--- src/rtl/cmdp_pkg.sv ---
`timescale 1ns/1ps
package cmdp_pkg;
  localparam int unsigned WORD_W = 32;
  localparam int unsigned CNT_W  = 15;
  localparam int unsigned ADDR_W = 18;
  localparam int unsigned OP_W   = 8;
  localparam int unsigned PAR_W  = 18;

  typedef enum logic [1:0] {
    PH_HDR = 2'd0,
    PH_REG = 2'd1,
    PH_OP  = 2'd2
  } phase_e;

  typedef struct packed {
    logic              is_reg;
    logic              is_op;
    logic              bad;
    logic [CNT_W-1:0]  cnt;
    logic [ADDR_W-1:0] base;
    logic [OP_W-1:0]   opc;
  } hdr_info_t;

  // Odd parity: the check bit must be set when the field has an even number of ones.
  function automatic logic par_ok(input logic [PAR_W-1:0] field, input logic pbit);
    return pbit == ~^field;
  endfunction
endpackage

--- src/rtl/cmdp_hdr_dec.sv ---
`timescale 1ns/1ps
module cmdp_hdr_dec
  import cmdp_pkg::*;
(
  input  logic [WORD_W-1:0] word,
  output hdr_info_t         info
);
  logic par_fail;

  always_comb begin
    info     = '0;
    par_fail = 1'b0;
    unique case (word[31:30])
      2'b00: begin
        info.is_reg = 1'b1;
        info.cnt    = CNT_W'(word[29:16]) + CNT_W'(1);
        info.base   = ADDR_W'(word[14:0]);
      end
      2'b10: begin
        info = '0;
      end
      2'b11: begin
        info.is_op = 1'b1;
        info.cnt   = CNT_W'(word[29:16]) + CNT_W'(1);
        info.opc   = word[15:8];
      end
      default: begin
        if (word[29:28] == 2'b00) begin
          info.is_reg = 1'b1;
          info.cnt    = CNT_W'(word[6:0]);
          info.base   = word[25:8];
          par_fail    = !(par_ok(PAR_W'(word[6:0]), word[7]) &&
                          par_ok(word[25:8], word[27]));
        end else if (word[29:28] == 2'b11) begin
          info.is_op = 1'b1;
          info.cnt   = word[14:0];
          info.opc   = OP_W'(word[22:16]);
          par_fail   = !(par_ok(PAR_W'(word[14:0]), word[15]) &&
                         par_ok(PAR_W'(word[22:16]), word[23]));
        end else begin
          par_fail = 1'b1;
        end
      end
    endcase
    if (par_fail) begin
      info.bad    = 1'b1;
      info.is_reg = 1'b0;
      info.is_op  = 1'b0;
    end
  end
endmodule

--- src/rtl/cmdp_seq.sv ---
`timescale 1ns/1ps
module cmdp_seq
  import cmdp_pkg::*;
(
  input  logic              clk,
  input  logic              rst_n,
  input  logic              in_valid,
  input  logic [WORD_W-1:0] in_word,
  input  hdr_info_t         info,
  output logic              hdr_phase,
  output logic              wr_valid,
  output logic [ADDR_W-1:0] wr_addr,
  output logic              op_start,
  output logic [OP_W-1:0]   op_code,
  output logic [CNT_W-1:0]  op_count,
  output logic              op_data_valid,
  output logic [WORD_W-1:0] data_out,
  output logic              err
);
  phase_e            phase_q, phase_d;
  logic [CNT_W-1:0]  rem_q, rem_d;
  logic [ADDR_W-1:0] addr_q, addr_d;
  logic              wr_d, start_d, dv_d, err_d;
  logic [ADDR_W-1:0] waddr_d;
  logic [OP_W-1:0]   code_d;
  logic [CNT_W-1:0]  ocnt_d;
  logic [WORD_W-1:0] data_d;
  logic              hdr_take, pay_take;

  assign hdr_take  = in_valid && (phase_q == PH_HDR);
  assign pay_take  = in_valid && (phase_q != PH_HDR);
  assign hdr_phase = (phase_q == PH_HDR);

  always_comb begin
    phase_d = phase_q;
    rem_d   = rem_q;
    addr_d  = addr_q;
    wr_d    = 1'b0;
    start_d = 1'b0;
    dv_d    = 1'b0;
    err_d   = 1'b0;
    waddr_d = wr_addr;
    code_d  = op_code;
    ocnt_d  = op_count;
    data_d  = data_out;
    if (hdr_take) begin
      if (info.bad) begin
        err_d = 1'b1;
      end else if (info.is_reg) begin
        addr_d = info.base;
        rem_d  = info.cnt;
        if (info.cnt != '0) phase_d = PH_REG;
      end else if (info.is_op) begin
        start_d = 1'b1;
        code_d  = info.opc;
        ocnt_d  = info.cnt;
        rem_d   = info.cnt;
        if (info.cnt != '0) phase_d = PH_OP;
      end
    end
    if (pay_take) begin
      data_d = in_word;
      if (phase_q == PH_REG) begin
        wr_d    = 1'b1;
        waddr_d = addr_q;
        addr_d  = addr_q + ADDR_W'(1);
      end else begin
        dv_d = 1'b1;
      end
      rem_d = rem_q - CNT_W'(1);
      if (rem_q == CNT_W'(1)) phase_d = PH_HDR;
    end
  end

  always_ff @(posedge clk or negedge rst_n) begin
    if (!rst_n) begin
      phase_q       <= PH_HDR;
      rem_q         <= '0;
      addr_q        <= '0;
      wr_valid      <= 1'b0;
      wr_addr       <= '0;
      op_start      <= 1'b0;
      op_code       <= '0;
      op_count      <= '0;
      op_data_valid <= 1'b0;
      data_out      <= '0;
      err           <= 1'b0;
    end else begin
      phase_q       <= phase_d;
      rem_q         <= rem_d;
      addr_q        <= addr_d;
      wr_valid      <= wr_d;
      wr_addr       <= waddr_d;
      op_start      <= start_d;
      op_code       <= code_d;
      op_count      <= ocnt_d;
      op_data_valid <= dv_d;
      data_out      <= data_d;
      err           <= err_d;
    end
  end
endmodule

--- src/rtl/cmdp_parser.sv ---
`timescale 1ns/1ps
module cmdp_parser
  import cmdp_pkg::*;
(
  input  logic              clk,
  input  logic              rst_n,
  input  logic              in_valid,
  input  logic [WORD_W-1:0] in_word,
  output logic              wr_valid,
  output logic [ADDR_W-1:0] wr_addr,
  output logic [WORD_W-1:0] wr_data,
  output logic              op_start,
  output logic [OP_W-1:0]   op_code,
  output logic [CNT_W-1:0]  op_count,
  output logic              op_data_valid,
  output logic [WORD_W-1:0] op_data,
  output logic              err
);
  logic [1:0]        rst_pipe;
  logic              rst_sync_n;
  hdr_info_t         info;
  logic              hdr_phase;
  logic [WORD_W-1:0] data_out;

  always_ff @(posedge clk or negedge rst_n) begin
    if (!rst_n) rst_pipe <= 2'b00;
    else        rst_pipe <= {rst_pipe[0], 1'b1};
  end
  assign rst_sync_n = rst_pipe[1];

  cmdp_hdr_dec u_dec (
    .word (in_word),
    .info (info)
  );

  cmdp_seq u_seq (
    .clk           (clk),
    .rst_n         (rst_sync_n),
    .in_valid      (in_valid),
    .in_word       (in_word),
    .info          (info),
    .hdr_phase     (hdr_phase),
    .wr_valid      (wr_valid),
    .wr_addr       (wr_addr),
    .op_start      (op_start),
    .op_code       (op_code),
    .op_count      (op_count),
    .op_data_valid (op_data_valid),
    .data_out      (data_out),
    .err           (err)
  );

  assign wr_data = data_out;
  assign op_data = data_out;
endmodule

--- config.mk ---
export PLATFORM = sky130hd
export DESIGN_NAME = cmdp_parser
export DESIGN_NICKNAME = d
export VERILOG_FILES = /design/src/rtl/cmdp_pkg.sv /design/src/rtl/cmdp_hdr_dec.sv /design/src/rtl/cmdp_seq.sv /design/src/rtl/cmdp_parser.sv
export SDC_FILE = /design/constraint.sdc
export NUM_CORES = 1
export LEC_CHECK = 0
export ABC_CLOCK_PERIOD_IN_PS = 5100
export BUFFER_PORTS_ARGS = -buffer_cell sky130_fd_sc_hd__buf_2
export CAP_MARGIN = 10
export CORE_ASPECT_RATIO = 0.6
export CORE_MARGIN = 4
export CORE_UTILIZATION = 55
export CTS_CLUSTER_SIZE = 25
export DETAILED_ROUTE_END_ITERATION = 10
export PLACE_DENSITY = 0.91
export REMOVE_ABC_BUFFERS = 1
export SKIP_CTS_REPAIR_TIMING = 1
export SYNTH_ARGS = -nofsm -noshare
export SYNTH_HDL_FRONTEND = slang
export SYNTH_SLANG_ARGS = --single-unit
--- constraint.sdc ---
create_clock -name clk -period 5.1 [get_ports clk]
set_clock_uncertainty 0.2 [all_clocks]
set_input_delay 0.765 -clock clk [delete_from_list [all_inputs] [get_ports clk]]
set_output_delay 0.765 -clock clk [all_outputs]
set_load 0.02 [all_outputs]
== Word level (Yosys, flattened, before mapping) ==
Cells that the tools add are included.

* Register bits: 114
* Logic and storage cells: 96
* Output and inout port bits: 109
* Bits of input ports: 35

* Reductions and logical operators: 24
* Muxes and demuxes: 45
* Add/sub/neg operators: 3
* Bitwise gates (word level): 2
* Equality and inequality tests: 10

{| class="wikitable"
|+ Operators with widths
! kind !! number
|-
| 18-bit two-way mux || 6
|-
| 15-bit two-way mux || 7
|-
| 18-bit XNOR reduction || 4
|-
| 18-bit case mux with 2 select lines || 1
|-
| 15-bit case mux with 2 select lines || 1
|-
| 18-bit by 1-bit adder with 18-bit output, second input constant || 1
|-
| 1-bit two-way mux || 16
|-
| 2-bit two-way mux || 8
|-
| 8-bit case mux with 2 select lines || 1
|-
| 14-bit by 1-bit adder with 15-bit output, second input constant || 1
|-
| 15-bit by 1-bit equality test with 1-bit output, second input constant || 1
|-
| 15-bit nonzero test || 1
|-
| 15-bit by 1-bit subtractor with 15-bit output, second input constant || 1
|-
| 8-bit two-way mux || 1
|-
| 7-bit two-way mux || 1
|-
| 2-bit equality test, second input constant || 3
|-
| 2-bit logical NOT || 3
|-
| 2-bit OR reduction || 3
|-
| 1-bit equality test || 4
|-
| 1-bit logical AND || 4
|-
| 1-bit case mux with 2 select lines || 2
|-
| 4-bit AND reduction || 1
|-
| 2-bit nonzero test || 2
|-
| 3-bit two-way mux || 1
|-
| other kinds (8) || 10
|}

== Longest topological paths before layout ==
Gate-level depths: netlist (run 1).

* Depth after elaboration: 14
* Depth in mapped cells: 11
* Mapped depth without buffers: 9

== By module ==
From an unflattened synthesis (run 1), not the netlist that was laid out.

* Cells, all modules: 684
* Area total of the unflattened synthesis: 6,294.8 um^2

{| class="wikitable"
|+ By module, submodules not included
! module !! area each (um^2) !! cells each !! sequential area each (um^2) !! times used
|-
| cmdp_seq || 4,987.3 || 525 || 2,802.7 || 1
|-
| cmdp_hdr_dec || 1,013.5 || 124 || 0.0 || 1
|-
| cmdp_parser || 294.0 || 35 || 50.0 || 1
|}

== Worst setup path after synthesis (run 1) ==
No wires, ideal clock.

* Kind: input port to flip-flop
* From: in in_word[16]
* To: reg u_seq.op_code[4]
* Library setup time: 0.125 ns
* Required time: 4.775 ns
* Arrival: 2.841 ns
* Path slack: 1.934 ns
* Stages: 10
* Buffers on the path: 2
* Path through: ha_1 xnor3_1 xor2_1 xnor3_1 nand3_1 o211ai_2 and3_1 buf_6 buf_12 mux2_4

* Cells in the longest elaborated chain, start to end: 10
* Elaborated cells on any way between the ends: 15
* Classes of those cells: eq/ne: 2; mux: 4; bitwise: 2; reduce/logical: 7

{| class="wikitable"
|+ Ends and longest elaborated chain
! what !! line !! text
|-
| start: declaration || cmdp_parser.sv:8 || <nowiki>input logic [WORD_W-1:0] in_word,</nowiki>
|-
| 18-bit XNOR reduction || cmdp_pkg.sv:26 || <nowiki>return pbit == ~^field;</nowiki>
|-
| 1-bit equality test || cmdp_pkg.sv:26 ||
|-
| 1-bit logical AND || cmdp_hdr_dec.sv:38 || <nowiki>par_fail = !(par_ok(PAR_W'(word[14:0]), word[15]) &&</nowiki>
|-
| 1-bit logical NOT || cmdp_hdr_dec.sv:38 ||
|-
| 1-bit two-way mux || cmdp_hdr_dec.sv:34 || <nowiki>end else if (word[29:28] == 2'b11) begin</nowiki>
|-
| 1-bit two-way mux * || cmdp_hdr_dec.sv:28 || <nowiki>if (word[29:28] == 2'b00) begin</nowiki>
|-
| 1-bit two-way mux * || cmdp_hdr_dec.sv:13 || <nowiki>unique case (word[31:30])</nowiki>
|-
| 3-bit two-way mux * || cmdp_hdr_dec.sv:45 || <nowiki>if (par_fail) begin</nowiki>
|-
| 1-bit inverter (no line) || -- ||
|-
| 4-bit AND reduction (no line) * || -- ||
|-
| end signal: assignment || cmdp_seq.sv:95 || <nowiki>op_code <= code_d;</nowiki>
|-
| end: declaration || cmdp_seq.sv:14 || <nowiki>output logic [OP_W-1:0] op_code,</nowiki>
|}

Every way passes the cells marked *; elsewhere a longest branch is shown, timed or not.
A chain may end at the register's enable or synchronous reset.

== Worst setup path in the final report (run 1) ==
* From: in in_word[16]
* To: reg u_seq.op_count[14]

* Cells in the longest elaborated chain, start to end: 10
* Elaborated cells on any way between the ends: 17
* Classes of those cells: add/sub: 1; eq/ne: 2; mux: 5; bitwise: 2; reduce/logical: 7

{| class="wikitable"
|+ Ends and longest elaborated chain
! what !! line !! text
|-
| 18-bit XNOR reduction || cmdp_pkg.sv:26 ||
|-
| 1-bit equality test || cmdp_pkg.sv:26 ||
|-
| 1-bit logical AND || cmdp_hdr_dec.sv:38 ||
|-
| 1-bit logical NOT || cmdp_hdr_dec.sv:38 ||
|-
| 1-bit two-way mux || cmdp_hdr_dec.sv:34 ||
|-
| 1-bit two-way mux || cmdp_hdr_dec.sv:28 ||
|-
| 1-bit two-way mux || cmdp_hdr_dec.sv:13 ||
|-
| 3-bit two-way mux || cmdp_hdr_dec.sv:45 ||
|-
| 1-bit inverter (no line) || -- ||
|-
| 4-bit AND reduction (no line) || -- ||
|-
| end signal: assignment || cmdp_seq.sv:96 || <nowiki>op_count <= ocnt_d;</nowiki>
|-
| end: declaration || cmdp_seq.sv:15 || <nowiki>output logic [CNT_W-1:0] op_count,</nowiki>
|}

Several ways; a longest one is shown, not always the timed one.

==> flow_summary_export.csv, run 1 <==
group,metric,value,unit
drt,avgRoutedWirePerCell,21.0,um
setup_path,arrival,3700,ps
finish,fillCellCount,826,
timing,fin_crit,3600,ps
drt,drc,0,
cts,clk_pin_slew,60,ps
placed_design,gp_congestion,1.00,
grt,grt_usage,29.6,%
setup_path,crit_fanout,17,
pwr,leakagePower,3.74,nW
worst_hold_path,hold_class,"flop to flop",
cts,cts-root-buf,"clkbuf_16",
grt,grt_overflow,0,
worst_hold_path,min_path_cells,0,
floorplanning,initial_core_util,57.8,%
synth,synthCells,672,
setup_path,critPathKind,"primary input to flop",
placed_design,dp_hpwl,13.9,mm
floorplanning,chipHeight,90.7,um
finish,final_nets,828,
finish,fin_area,0.00748,mm^2
timing,finalSetupViolations,0,
placed_design,io_buffers,143,
floorplanning,core-area,0.0108,mm^2
timing,hold_viol_final,0,
timing,drv_slew,0,
synth,yosys_most_used_dff,"dfrtp_1",
cts,numClockSinks,114,
synth,synth_edf_count,0,
cts,clk_latency,420,ps
timing,max_clock_freq,277,MHz
cts,htreeDepth,4,
floorplanning,die_width,146,um
timing,min_period_over_period,70.7,%
synth,ys_types,69,
drt,firstDrtPassIters,8,
finish,drive_above_1_share,26.8,%
cts,cts_max_path_buffers,2,
job,max_cap_viol_count,0,
cts,cts_made_buffers,17,
drt,drt_iter0_drc,882,
grt,grt_pass1_vias,5546,
floorplanning,num_io_pins,144,
grt,grt_max_degree,81,
drt,num_vias,5866,
finish,n_antenna_cell,0,
grt,antenna_found_initial,0,
floorplanning,num_rows,29,
setup_path,endpoint_kind,"flop",
grt,grt_first_pass_wirelength,30.8,mm
synth,yosysWarningCount,0,
timing,setup_ws,1500,ps
timing,tightest_slew,1010,ps
pwr,powerDensity,548,mW/mm^2
timing,rsz0062_at_grt,"no",
drt,wl,19.6,mm
placed_design,place_ws,1120,ps
timing,tns,0,ps
setup_path,worstPathRequired,5200,ps
pwr,peakVddDrop,256,uV
drt,avgViaCountPerCell,6.28,
synth,ys_ff_latch,114,
placed_design,placed_area,0.00685,mm^2
setup_path,start_kind,"primary input",
synth,syn_avg_cell_area,9.33,um^2
setup_path,worstRegToRegCells,7,
synth,synthArstFlopShare,100,%
cts,cts_tree,"built",
run_status,status,"complete, no violations",
finish,area_growth,19.2,%
finish,multi_input_area,0.00299,mm^2
synth,synth.yosys.seq_area_share,45.5,%
floorplanning,die_area,0.0132,mm^2
synth,netlist_area,0.00627,mm^2
drt,ant_nets,0,
timing,relSlewSlack,32.6,%
finish,seqCellArea,0.00286,mm^2
-- metrics by stage --
step                      hold WS (ps)  utilization, %  std cells  power (W)
after detailed placement           154            63.1        901    0.00281
final                              166            68.9        934    0.00410
after floorplan                    131               -        610    0.00230
after CTS                        -79.7            68.8        933    0.00408
after global routing               168            68.9        934    0.00430
after global placement             134            63.1        901    0.00276
-- power by group --
| group | internal (W) | switching, W |
|---|---|---|
| combinational | 0.000498 | 0.000835 |
| sequential | 0.00121 | 0.000290 |
| clock | 0.000838 | 0.000428 |
| total | 0.00255 | 0.00155 |
-- Yosys cell counts (6+ instances only) --
cell type	number	area (um^2)
and2_1	9	56.3
nor2_1	23	86.3
nand2_1	182	683
o22ai_1	14	87.6
xor2_1	7	61.3
mux2_4	15	225
o211ai_1	7	52.6
a22o_1	10	87.6
clkbuf_1	16	60.1
ha_1	11	138
and3_1	10	62.6
o21ai_0	18	90.1
dfrtp_1	114	2850
buf_1	6	22.5
xnor2_1	16	140
buf_4	33	248
a221oi_1	14	123
a21oi_1	14	70.1
nand3_1	23	115
nor3_1	17	85.1
inv_1	12	45.0
-- sequential cells by signal, indices dropped and copies added (netlist names), 2 cells and up --
name / cells
u_seq.wr_addr: 18
u_seq.phase_q: 2
u_seq.data_out: 32
u_seq.addr_q: 18
u_seq.rem_q: 15
rst_pipe: 2
u_seq.op_count: 15
u_seq.op_code: 8
-- final timing paths --
kind                                  start            endpoint  slack, ps
max                             in_word[16]  u_seq.op_count[14]       1500
min                             rst_pipe[0]         rst_pipe[1]        170
max reg2reg                u_seq.phase_q[1]     u_seq.addr_q[9]       2520
min reg2reg                     rst_pipe[0]         rst_pipe[1]        170
max in group asynchronous       rst_pipe[1]      u_seq.op_start       3320
min in group asynchronous       rst_pipe[1]  u_seq.data_out[21]        320
-- critical path, cell delays in order --
cell and delay, ps:
buf_2 150, ha_1 350, xnor3_1 420, xor2_1 190
xnor3_1 260, nand3_1 110, o211ai_2 130, and3_1 530
buf_4 410, mux2_2 390
-- cell type report --
class                           count  share of cell area [%]
Multi-Input combinational cell    483                    39.9
Clock inverter                     11                    2.14
Sequential cell                   114                    38.2
Timing Repair Buffer              153                    10.6
Tap cell                          139                    2.33
Clock buffer                       21                    6.16
Inverter                           13                   0.653
-- logic make-up after synthesis --
kind of cell / synth area share [%]
simple gates: 20.7
compound gates: 15.0
flops: 45.5
buf+inv: 7.10
xor+xnor: 4.81
mux: 4.65
fa+ha+maj: 2.19
other cells: 0.0598
-- layout by cell type, fill, tap and decap left out, drive strengths merged, types with 4 or more instances in the layout --
cell    instances
a21oi          15
a221oi         14
a22o           10
a22oi           5
a311oi          5
a31oi           4
and2            9
and3           10
buf           152
bufinv          4
clkbuf         21
clkinv          6
dfrtp         114
ha             11
inv            12
mux2           20
nand2         182
nand2b          4
nand3          24
nand4           4
nor2           23
nor3           18
nor4            5
o211ai          8
o21ai          20
o22ai          14
o31ai           4
or4             5
xnor2          18
xor2            7
-- layer usage --
| metal | track usage, % | wire [um] | vias to the layer above |
|---|---|---|---|
| li1 | - | - | 2556 |
| met1 | 43.5 | 8280 | 2799 |
| met2 | 41.9 | 8220 | 463 |
| met3 | 9.58 | 2730 | 48 |
| met4 | 7.90 | 361 | 0 |
| met5 | 0 | 0 | - |
Note: power is estimated with default switching activity, not from simulation.
==> inputs of run 2 (changes only) <==
--- a/config.mk
+++ b/config.mk
@@ -5,7 +5,7 @@
 export SDC_FILE = /design/constraint.sdc
 export NUM_CORES = 1
 export LEC_CHECK = 0
-export ABC_CLOCK_PERIOD_IN_PS = 5100
+export ABC_CLOCK_PERIOD_IN_PS = 3500
 export BUFFER_PORTS_ARGS = -buffer_cell sky130_fd_sc_hd__buf_2
 export CAP_MARGIN = 10
 export CORE_ASPECT_RATIO = 0.6
==> constraint.sdc (replaced) <==
create_clock -name clk -period 3.5 [get_ports clk]
set_clock_uncertainty 0.2 [all_clocks]
set_input_delay 0.525 -clock clk [delete_from_list [all_inputs] [get_ports clk]]
set_output_delay 0.525 -clock clk [all_outputs]
set_load 0.02 [all_outputs]
==> run 2 against run 1 <==
  * Worst hold slack better by 4.8 ps
  * First-iteration DRC count is 7.0% lower
  * Critical path depth stayed put
  * Critical endpoint is now u_seq.rem_q[9]
==> flow_summary_export.csv, run 2 (synthesized netlist as in run 1, its figures left out) <==
group,metric,value,unit
finish,n_antenna_cell,0,
floorplanning,core-area,0.0108,mm^2
floorplanning,die_width,146,um
timing,fin_crit,3010,ps
finish,mostFrequentLayoutCells,"182 x nand2_1, 143 x buf_2, 113 x dfrtp_1",
timing,drv_slew,0,
setup_path,crit_fanout,11,
drt,ant_nets,0,
floorplanning,chipHeight,90.7,um
finish,multi_input_area,0.00299,mm^2
finish,final_common_cell,"nand2_1",
setup_path,critPathLaunch,"in_word[16]",
floorplanning,num_rows,29,
cts,numClockSinks,114,
drt,num_vias,5898,
setup_path,endpoint_kind,"flop",
setup_path,worstPathRequired,3600,ps
finish,reg.largest.list,"u_seq.data_out (32), u_seq.addr_q (18), u_seq.wr_addr (18)",
finish,fin_util,69.8,%
pwr,power.total,0.00584,W
finish,fillCellCount,802,
drt,avgRoutedWirePerCell,20.1,um
setup_path,worstReg2RegEnd,"u_seq.addr_q[9]",
setup_path,critPathKind,"primary input to flop",
timing,rsz0062_at_grt,"no",
setup_path,worstRegToRegCells,7,
cts,clk_pin_slew,60,ps
finish,fin_area,0.00757,mm^2
grt,grt_pass1_vias,5520,
cts,htreeDepth,4,
pwr,powerDensity,772,mW/mm^2
placed_design,gp_congestion,0.987,
floorplanning,die_area,0.0132,mm^2
grt,grt_overflow,0,
drt,avgViaCountPerCell,6.21,
cts,clk_latency,410,ps
setup_path,start_kind,"primary input",
finish,seqCellArea,0.00286,mm^2
setup_path,crit-reg2reg-launch,"u_seq.phase_q[1]",
pwr,peakVddDrop,424,uV
pwr,leakagePower,3.79,nW
setup_path,reg2reg_slack,930,ps
finish,final_nets,844,
run_status,status,"complete, no violations",
placed_design,dp_hpwl,13.6,mm
timing,max_clock_freq,332,MHz
job,max_cap_viol_count,0,
timing,min_period_over_period,86.0,%
drt,drt_iter0_drc,820,
drt,drc,0,
grt,antenna_found_initial,0,
worst_hold_path,hold_class,"flop to flop",
grt,grt_usage,28.8,%
drt,firstDrtPassIters,6,
placed_design,io_buffers,143,
cts,cts-root-buf,"clkbuf_16",
setup_path,cp-endpoint,"u_seq.rem_q[9]",
placed_design,placed_area,0.00697,mm^2
finish,largest_register_ffs,32,
floorplanning,num_io_pins,144,
worst_hold_path,min_path_cells,0,
cts,cts_made_buffers,17,
setup_path,arrival,3110,ps
grt,grt_first_pass_wirelength,30.0,mm
finish,top_register,"u_seq.data_out",
timing,tightest_slew,770,ps
cts,cts_tree,"built",
finish,area_growth,20.7,%
timing,hold_viol_final,0,
timing,finalSetupViolations,0,
floorplanning,initial_core_util,57.8,%
timing,relSlewSlack,48.5,%
grt,grt_max_degree,110,
cts,cts_max_path_buffers,2,
drt,wl,19.1,mm
finish,drive_above_1_share,28.1,%
-- run 2: changes by cell type in the layout (fill, tap and decap cells not counted) --
| cell | delta |
|---|---|
| buf_12 | +1 |
| buf_4 | +14 |
| bufinv_16 | -2 |
| clkbuf_8 | -1 |
| clkinv_2 | -3 |
| clkinv_4 | +2 |
| clkinvlp_4 | +3 |
| dlygate4sd3_1 | +1 |
| inv_6 | +1 |
-- run 2: routing by layer --
layer / global-route usage (%) / vias to the layer above / part of all wire [%]
li1: - / 2594 / -
met2: 39.4 / 427 / 41
met5: 0 / - / 0
met3: 11.5 / 39 / 14
met1: 42.3 / 2838 / 44
met4: 7.11 / 0 / 1.4
-- run 2: power breakdown --
group          switching, W  internal, W  total, W
sequential         0.000391      0.00177   0.00216
clock              0.000636      0.00107   0.00170
combinational       0.00125     0.000739   0.00198
total               0.00227      0.00357   0.00584
-- run 2: final cells by class --
cell class              count  area share [%]
inverters                  13           0.644
clock inverters            12            1.77
multi-input cells         483            39.4
flip-flops and latches    114            37.7
well taps                 139            2.30
clock buffers              20            5.90
repair buffers            169            12.3
-- run 2: how the worst min path moves through the flow --
stage / start / endpoint / slack, ps
after floorplan: rst_n / rst_pipe[0] / 30
after global placement: rst_pipe[1] / u_seq.data_out[1] / -100
after detailed placement: rst_pipe[1] / u_seq.data_out[8] / -90
after CTS: rst_n / rst_pipe[1] / -320
after global routing: rst_pipe[0] / rst_pipe[1] / 180
final: rst_pipe[0] / rst_pipe[1] / 170
-- run 2: per-stage QoR --
stage / instances / setup TNS [ps] / worst slack (ps) / hold slack, ps
after floorplan: 610 / -12430 / -111 / 29.4
after global placement: 916 / 0 / 246 / -95.0
after detailed placement: 916 / 0 / 145 / -93.8
after CTS: 948 / 0 / 561 / -320
after global routing: 950 / 0 / 411 / 176
final: 950 / 0 / 490 / 170
-- run 2: worst max-delay path: stages --
cell and delay (ps):
buf_2 120, ha_1 350, xnor3_1 420, xor2_1 190, xnor3_1 310, nand3_2 250
o311ai_4 200, and2_1 440, buf_4 210, o22ai_1 80
==> inputs of run 3 (changes only) <==
--- a/config.mk
+++ b/config.mk
@@ -14,7 +14,6 @@
 export CTS_CLUSTER_SIZE = 25
 export DETAILED_ROUTE_END_ITERATION = 10
 export PLACE_DENSITY = 0.91
-export REMOVE_ABC_BUFFERS = 1
 export SKIP_CTS_REPAIR_TIMING = 1
 export SYNTH_ARGS = -nofsm -noshare
 export SYNTH_HDL_FRONTEND = slang
==> run 3 against run 2 <==
  * Critical path depth unchanged
  * Final cell count decreased by 0.84%
  * Sequential power about the same
  * Register-to-register slack about the same
  * Utilization decreased by 0.66 points
  * Sequential cell count unchanged
  * Via count decreased by 2.0%
  * Sequential share of layout area increased by 0.36 points
  * Worst hold slack got worse by 17 ps
  * Largest cell class unchanged
  * Largest power group unchanged
==> flow_summary_export.csv, run 3 (synthesized netlist as in run 1, its figures left out) <==
group,metric,value,unit
run_status,status,"complete, no violations",
grt,grt_max_degree,67,
setup_path,endpoint_kind,"flop",
cts,htreeDepth,4,
pwr,pwr-share-seq,37.2,%
finish,largest_register_ffs,32,
pwr,peakVddDrop,446,uV
finish,seqCellArea,0.00286,mm^2
grt,grt_overflow,0,
drt,avgViaCountPerCell,6.13,
drt,drc,0,
timing,rsz0062_at_grt,"no",
cts,cts-root-buf,"clkbuf_16",
finish,mostFrequentLayoutCells,"182 x nand2_1, 143 x buf_2, 113 x dfrtp_1",
drt,maxUsedRoutingLayer,"met4",
finish,fillCellCount,801,
cts,clk_pin_slew,60,ps
finish,reg.largest.list,"u_seq.data_out (32), u_seq.addr_q (18), u_seq.wr_addr (18)",
finish,top_register,"u_seq.data_out",
drt,ant_nets,0,
grt,grt_pass1_vias,5629,
job,max_cap_viol_count,0,
placed_design,gp_congestion,1.06,
drt,wl_met1,7.98,mm
floorplanning,num_rows,29,
cts,cts_tree,"built",
floorplanning,die_area,0.0132,mm^2
pwr,p_switching,0.00230,W
cts,cts_max_path_buffers,2,
timing,finalSetupViolations,0,
synth,syn-num-nets,718,
timing,hold_viol_final,0,
pwr,power.total,0.00585,W
pwr,powerDensity,780,mW/mm^2
setup_path,critPathKind,"primary input to flop",
grt,grt_first_pass_wirelength,30.4,mm
drt,avgRoutedWirePerCell,20.3,um
finish,drive_above_1_share,27.8,%
timing,drv_slew,0,
cts,clk_latency,420,ps
finish,final_nets,836,
worst_hold_path,hold_class,"primary input to flop",
placed_design,dp_hpwl,14.0,mm
setup_path,crit_fanout,9,
finish,final_common_cell,"nand2_1",
drt,firstDrtPassIters,5,
timing,min_period_over_period,85.3,%
pwr,comb_power_share,33.5,%
floorplanning,core-area,0.0108,mm^2
timing,max_clock_freq,335,MHz
floorplanning,die_width,146,um
grt,grt_usage,29.1,%
finish,multi_input_area,0.00299,mm^2
pwr,p_int,0.00355,W
pwr,leakagePower,3.75,nW
pwr,switching_share,39.3,%
cts,cts_made_buffers,17,
drt,wl,19.2,mm
floorplanning,num_io_pins,144,
finish,finalNonFillerCells,942,
cts,numClockSinks,114,
timing,tightest_slew,855,ps
drt,wl_met3,2.77,mm
placed_design,numPlacedInstances,909,
finish,n_antenna_cell,0,
setup_path,arrival,3090,ps
floorplanning,initial_core_util,57.8,%
drt,wl_met2,7.95,mm
finish,area_growth,19.6,%
grt,antenna_found_initial,0,
drt,num_vias,5779,
drt,drt_iter0_drc,813,
setup_path,start_kind,"primary input",
timing,fin_crit,2980,ps
setup_path,reg2reg_slack,940,ps
pwr,pwr-share-clk,29.4,%
setup_path,worstPathRequired,3600,ps
floorplanning,chipHeight,90.7,um
timing,relSlewSlack,43.0,%
timing,tns,0,ps
placed_design,io_buffers,143,
run 3: cell types whose count changed in the layout (fill, tap and decap cells not counted), sizes merged:
cell | before | now
buf | 167 | 160
clkinvlp | 5 | 3
clkbuf | 20 | 17
clkinv | 5 | 9
dlygate4sd3 | 2 | 1
inv | 13 | 14
run 3: area by class of cell:
class                      instances  area share, %
multi-input combinational        483           39.8
tap                              139           2.32
timing repair buffer             161           11.4
clock buffer                      17           5.67
clock inverter                    15           2.12
sequential                       114           38.1
inverter                          13          0.650
run 3: final timing paths:
kind | start | end | depth (start not counted)
max | in_word[17] | u_seq.addr_q[8] | 10
min reg2reg | rst_pipe[0] | rst_pipe[1] | 0
min in group asynchronous | rst_n | rst_pipe[0] | 2
max in group asynchronous | rst_pipe[1] | u_seq.op_count[8] | 1
min | in_word[26] | u_seq.data_out[26] | 3
max reg2reg | u_seq.phase_q[1] | u_seq.rem_q[13] | 8
run 3: stage by stage:
step | hold slack (ps) | util, % | instance area (um^2) | setup WS, ps
after floorplan | 29.4 | - | 6270 | 574
after global placement | 115 | 63.7 | 6910 | 268
after detailed placement | 116 | 63.7 | 6910 | 179
after CTS | -330 | 69.1 | 7490 | 559
after global routing | 169 | 69.2 | 7500 | 410
final | 153 | 69.2 | 7500 | 516
run 3: per-layer routing:
| layer | vias up | track usage (%) |
|---|---|---|
| met3 | 51 | 13.4 |
| met2 | 404 | 40.3 |
| li1 | 2582 | - |
| met1 | 2742 | 40.1 |
| met5 | - | 0 |
| met4 | 0 | 10.4 |
run 3: worst max-delay path, cell delays in order:
cell and delay [ps]:
buf_2 150, ha_1 340, xnor3_1 410, xor2_1 190
xnor3_1 260, nand3_2 230, a21oi_2 430, buf_4 240
nor3_1 60, a221oi_1 240
run 3: power groups by stage:
| stage | sequential, W | combinational [W] | clock [W] |
|---|---|---|---|
| 6_report | 0.00218 | 0.00196 | 0.00172 |
| 5_1_grt | 0.00224 | 0.00212 | 0.00179 |
| 4_1_cts | 0.00216 | 0.00195 | 0.00173 |
| 3_5_place_dp | 0.00217 | 0.00193 | 0 |
| 3_3_place_gp | 0.00216 | 0.00189 | 0 |
| 2_1_floorplan | 0.00241 | 0.00107 | 0 |
